File: config.mk
export PLATFORM = sky130hd
export DESIGN_NAME = dac_dither_top
export DESIGN_NICKNAME = d
export VERILOG_FILES = /design/src/rtl/dac_dither_pkg.sv /design/src/rtl/dd_lfsr.sv /design/src/rtl/dd_ramp.sv /design/src/rtl/dd_raise.sv /design/src/rtl/dac_dither_top.sv
export SDC_FILE = /design/constraint.sdc
export NUM_CORES = 1
export LEC_CHECK = 0
export ABC_AREA = 1
export ABC_CLOCK_PERIOD_IN_PS = 1810
export BUFFER_PORTS_ARGS = -buffer_cell sky130_fd_sc_hd__buf_4
export CAP_MARGIN = 20
export CORE_ASPECT_RATIO = 0.5
export CORE_MARGIN = 5
export CORE_UTILIZATION = 59
export DETAILED_ROUTE_END_ITERATION = 16
export PLACE_DENSITY_LB_ADDON = 0.3
export SLEW_MARGIN = 10
export SYNTH_ARGS = -nofsm -noshare
export SYNTH_HDL_FRONTEND = slang
export SYNTH_HIERARCHICAL = 1
export SYNTH_SLANG_ARGS = --single-unit
File: constraint.sdc
create_clock -name clk -period 1.81 [get_ports clk]
set_input_delay 0 -clock clk [delete_from_list [all_inputs] [get_ports clk]]
set_output_delay 0 -clock clk [all_outputs]
set_load 0.01 [all_outputs]
File: src/rtl/dac_dither_pkg.sv
package dac_dither_pkg;

    localparam int MODE_W = 5;

    localparam logic [MODE_W-1:0] MD_NOISE = 5'd1;
    localparam logic [MODE_W-1:0] MD_RDITH = 5'd2;
    localparam logic [MODE_W-1:0] MD_PDITH = 5'd3;

    typedef enum logic {
        ST_EMPTY  = 1'b0,
        ST_LOADED = 1'b1
    } load_st_e;

endpackage

File: src/rtl/dd_lfsr.sv
module dd_lfsr #(
    parameter int         W    = 16,
    parameter logic [W-1:0] TAPS = 16'hB400,
    parameter logic [W-1:0] SEED = 16'hACE1
) (
    input  logic         clk,
    input  logic         rst,
    output logic [W-1:0] state
);

    logic [W-1:0] nxt;

    genvar i;
    generate
        for (i = 0; i < W; i++) begin : g_bit
            if (i == W - 1) begin : g_top
                assign nxt[i] = state[0] & TAPS[i];
            end else begin : g_mid
                assign nxt[i] = state[i+1] ^ (state[0] & TAPS[i]);
            end
        end
    endgenerate

    always_ff @(posedge clk) begin
        if (rst) state <= SEED;
        else     state <= nxt;
    end

    AST_LFSR_NONZERO: assert property (@(posedge clk) disable iff (rst)
        state != '0);

endmodule

File: src/rtl/dd_ramp.sv
module dd_ramp #(
    parameter int W = 8
) (
    input  logic         clk,
    input  logic         rst,
    output logic [W-1:0] count
);

    always_ff @(posedge clk) begin
        if (rst) count <= '0;
        else     count <= count + 1'b1;
    end

    AST_RAMP_STEP: assert property (@(posedge clk) disable iff (rst)
        1'b1 |=> count == $past(count) + 1'b1);

endmodule

File: src/rtl/dd_raise.sv
module dd_raise #(
    parameter int W = 8
) (
    input  logic [W-1:0] base,
    input  logic [W-1:0] frac,
    input  logic [W-1:0] thresh,
    output logic [W-1:0] level
);

    localparam logic [W-1:0] TOP = '1;

    logic bump;

    always_comb begin
        bump  = (thresh < frac) && (base != TOP);
        level = bump ? base + 1'b1 : base;
    end

    always_comb begin
        AST_RAISE_BOUND: assert (level >= base && (level - base) <= 1);
    end

endmodule

File: src/rtl/dac_dither_top.sv
module dac_dither_top
    import dac_dither_pkg::*;
#(
    parameter int               SAMPLE_W = 16,
    parameter int               LFSR_W   = 16,
    parameter logic [LFSR_W-1:0] LFSR_TAPS = 16'hB400,
    parameter logic [LFSR_W-1:0] LFSR_SEED = 16'hACE1
) (
    input  logic                clk,
    input  logic                rst,
    input  logic [MODE_W-1:0]   mode,
    input  logic                wr_stb,
    input  logic [SAMPLE_W-1:0] wr_data,
    output logic [SAMPLE_W/2-1:0] dac_level
);

    localparam int LVL_W = SAMPLE_W / 2;

    load_st_e             st_q, st_d;
    logic [SAMPLE_W-1:0]  sample_q;
    logic [LFSR_W-1:0]    lfsr_q;
    logic [LVL_W-1:0]     ramp_q;
    logic [LVL_W-1:0]     rnd_byte;
    logic [LVL_W-1:0]     lvl_rand, lvl_pwm;

    assign rnd_byte = lfsr_q[LVL_W-1:0];

    dd_lfsr #(.W(LFSR_W), .TAPS(LFSR_TAPS), .SEED(LFSR_SEED)) u_lfsr (
        .clk(clk), .rst(rst), .state(lfsr_q)
    );

    dd_ramp #(.W(LVL_W)) u_ramp (
        .clk(clk), .rst(rst), .count(ramp_q)
    );

    dd_raise #(.W(LVL_W)) u_raise_rand (
        .base(sample_q[SAMPLE_W-1:LVL_W]), .frac(sample_q[LVL_W-1:0]),
        .thresh(rnd_byte), .level(lvl_rand)
    );

    dd_raise #(.W(LVL_W)) u_raise_pwm (
        .base(sample_q[SAMPLE_W-1:LVL_W]), .frac(sample_q[LVL_W-1:0]),
        .thresh(ramp_q), .level(lvl_pwm)
    );

    // next-state logic: EMPTY_TO_LOADED on the first write
    always_comb begin
        st_d = st_q;
        unique case (st_q)
            ST_EMPTY:  if (wr_stb) st_d = ST_LOADED;
            ST_LOADED: st_d = ST_LOADED;
            default:   st_d = ST_EMPTY;
        endcase
    end

    always_ff @(posedge clk) begin
        if (rst) begin
            st_q     <= ST_EMPTY;
            sample_q <= '0;
        end else begin
            st_q <= st_d;
            if (wr_stb) sample_q <= wr_data;
        end
    end

    // output logic
    always_comb begin
        dac_level = '0;
        unique case (mode)
            MD_NOISE: dac_level = rnd_byte;
            MD_RDITH: if (st_q == ST_LOADED) dac_level = lvl_rand;
            MD_PDITH: if (st_q == ST_LOADED) dac_level = lvl_pwm;
            default:  dac_level = '0;
        endcase
    end

    AST_WRITE_LOADS: assert property (@(posedge clk) disable iff (rst)
        wr_stb |=> (st_q == ST_LOADED) && (sample_q == $past(wr_data)));

    AST_HOLD_NO_WRITE: assert property (@(posedge clk) disable iff (rst)
        !wr_stb |=> $stable(sample_q));

    AST_EMPTY_SILENT: assert property (@(posedge clk) disable iff (rst)
        (st_q == ST_EMPTY && (mode == MD_RDITH || mode == MD_PDITH)) |-> dac_level == '0);

endmodule

==> metrics.md <==
| Metric | Value |
|---|---|
| Status | complete, but fails checks |
| Failing checks | negative setup slack |
| Final Total Pwr | 2440 µW |
| Total grt overflow | 0 |
| Worst setup path start | sample_q[3] |
| RSZ-0062 raised after global routing | true |
| Core area | 4550 µm² |
| Critical Path Sink Type | output port |
| CP Max Fanout | 4 |
| CP arrival | 2420 ps |
| Final core occ | 87.2% |
| Tmin final | 2420 ps |
| Final Hold Vio Count | 0 |
| Slew Limit Fails | 0 |
| Worst Hold Class | input pin to register |
| Clock Tree Root | clkbuf_8 |
| Setup Viol. Count Final | 8 |
| Final period utilization | 134% |
| Port bufs | 31 |
| Syn Std Cell Area | 2870 µm² |
| I/O pin cnt | 32 |
| GRT Util Overall | 30.4% |
| Fillcell total | 206 |
| Synth Instances | 428 |
| Register area | 843 µm² |
| Max_slew headroom | 61.3% |
| HPWL Detailed | 5070 µm |
| Synthesis-to-finish area growth | 38.2% |
| Clock latency on the worst-skew pair | 320 ps |
| GP Congestion | 0.925 |
| Worst IR drop on VDD | 0.632 mV |
| WL per Instance | 21.6 µm |
| Slew of the pin with the lowest slew margin | 580 ps |
| # rows | 17 |
| Most common cell after layout, fill and taps aside | nand2_1 |
| Synth Warn # | 6 |
| Vias in the first global route | 3,222 |
| Pleak | 0.00195 µW |
| Reg clk slew, reported paths | 110 ps |
| Critical setup path kind | register to output port |
| DIE HEIGHT | 59.4 µm |
| Avg Inst Size Synth | 6.71 µm² |
| 1st-pass router iterations | 8 |
| Skew final | 15.1 ps |
| Final nets | 542 |
| Hold_sp | wr_stb |
| DR DRC count | 0 |
| Max Cap Viol | 0 |
| Largest net degree at the start of global routing | 37 |
| CTS tree | done |
| Die width | 109 µm |
| H-tree depth | 2 |
| Share of cells above drive strength 1 | 34.3% |
| Fmax achieved | 413 MHz |
| Routed WL | 12,300 µm |
| Worst r2r src | u_ramp/count[0] |
| Syn_nets | 469 |
| PnR worst setup slack | -610 ps |
| Cell Pwr Density | 614 nW/µm² |
| Setup TNS | -4200 ps |
| Full die area | 6450 µm² |
| DR vias | 3,707 |
| CTS Buf Count | 5 |
| Most frequent cells in the layout | 115 x nand2_1, 64 x buf_4, 50 x inv_1 |
| CTS sink cnt | 41 |
| Max Root-Sink Buffers | 2 |
| Ant diodes | 0 |
| Antenna Nets Post-Route | 0 |
| Via/cell ratio | 6.53 |
| Area of the multi-input gates | 1930 µm² |
| Crit path required time | 1810 ps |
| First-pass GRT wire length | 15,200 µm |
| Startpoint Class | register |
| Initial antenna violation count | 0 |
| Initial Util | 63.1% |
| DRT iter0 DRCs | 606 |
==> worst max-delay path, stage by stage (launching register included) <==
cell and delay, ps:
dfxtp_2 380, inv_1 100, ha_4 260, nand2_1 80
inv_1 50, nand2_1 90, nand2_2 90, nand2_4 100
buf_4 130, nand4_1 100, nand2_2 110, nand2_1 110
inv_1 160, nand4_1 90, nand3_1 120, buf_4 130
==> final cells by class <==
class	instances	share of cell area, %
inverters	63	6.05
repair buffers	89	19.8
well taps	66	2.08
clock inverters	3	0.630
flip-flops and latches	41	21.2
multi-input cells	301	48.5
clock buffers	5	1.73
==> report_power, final <==
part           switching [µW]  leakage [µW]  internal, µW
sequential               68.7      0.000346           953
combinational             410       0.00156           306
clock                     421     0.0000447           280
total                     900       0.00195          1540
==> registers in the layout (all words and copies together), names as in the netlist <==
name          cells
u_lfsr/state     16
sample_q         16
st_q              1
u_ramp/count      8
==> metrics by stage <==
stage | hold slack, ps | setup slack, ps | cells | cell area [µm²]
after floorplan | 66.7 | 193 | 428 | 2870
after global placement | 264 | -18.6 | 518 | 3150
after detailed placement | 267 | -107 | 518 | 3150
after CTS | 41.4 | -308 | 558 | 3780
after global routing | 59.5 | -659 | 568 | 3970
final | 53.8 | -610 | 568 | 3970
==> routing by layer <==
metal  vias up  GRT usage [%]  share of wire [%]
met5         -              0                  0
met4         0           16.7                9.9
met3       163           7.51                 14
met2       403           54.3                 43
met1      1630           33.9                 34
li1       1511              -                  -
==> worst paths after layout <==
kind	end	slack, ps	cells after the start
worst max-delay path	dac_level[1]	-610	15
worst min-delay path	sample_q[12]	50	3
worst max register to register	u_ramp/count[6]	500	6
worst min register to register	u_lfsr/state[14]	420	2
==> what timing repair did <==
item,in CTS,in global routing
setup buffers,13,11
pin swaps,30,36
endpoints found under the setup margin,8,8
hold buffers,16,0
endpoints found under the hold margin,16,0
gates cloned,3,0
resized for setup,51,34
(Power assumes the default switching activity.)
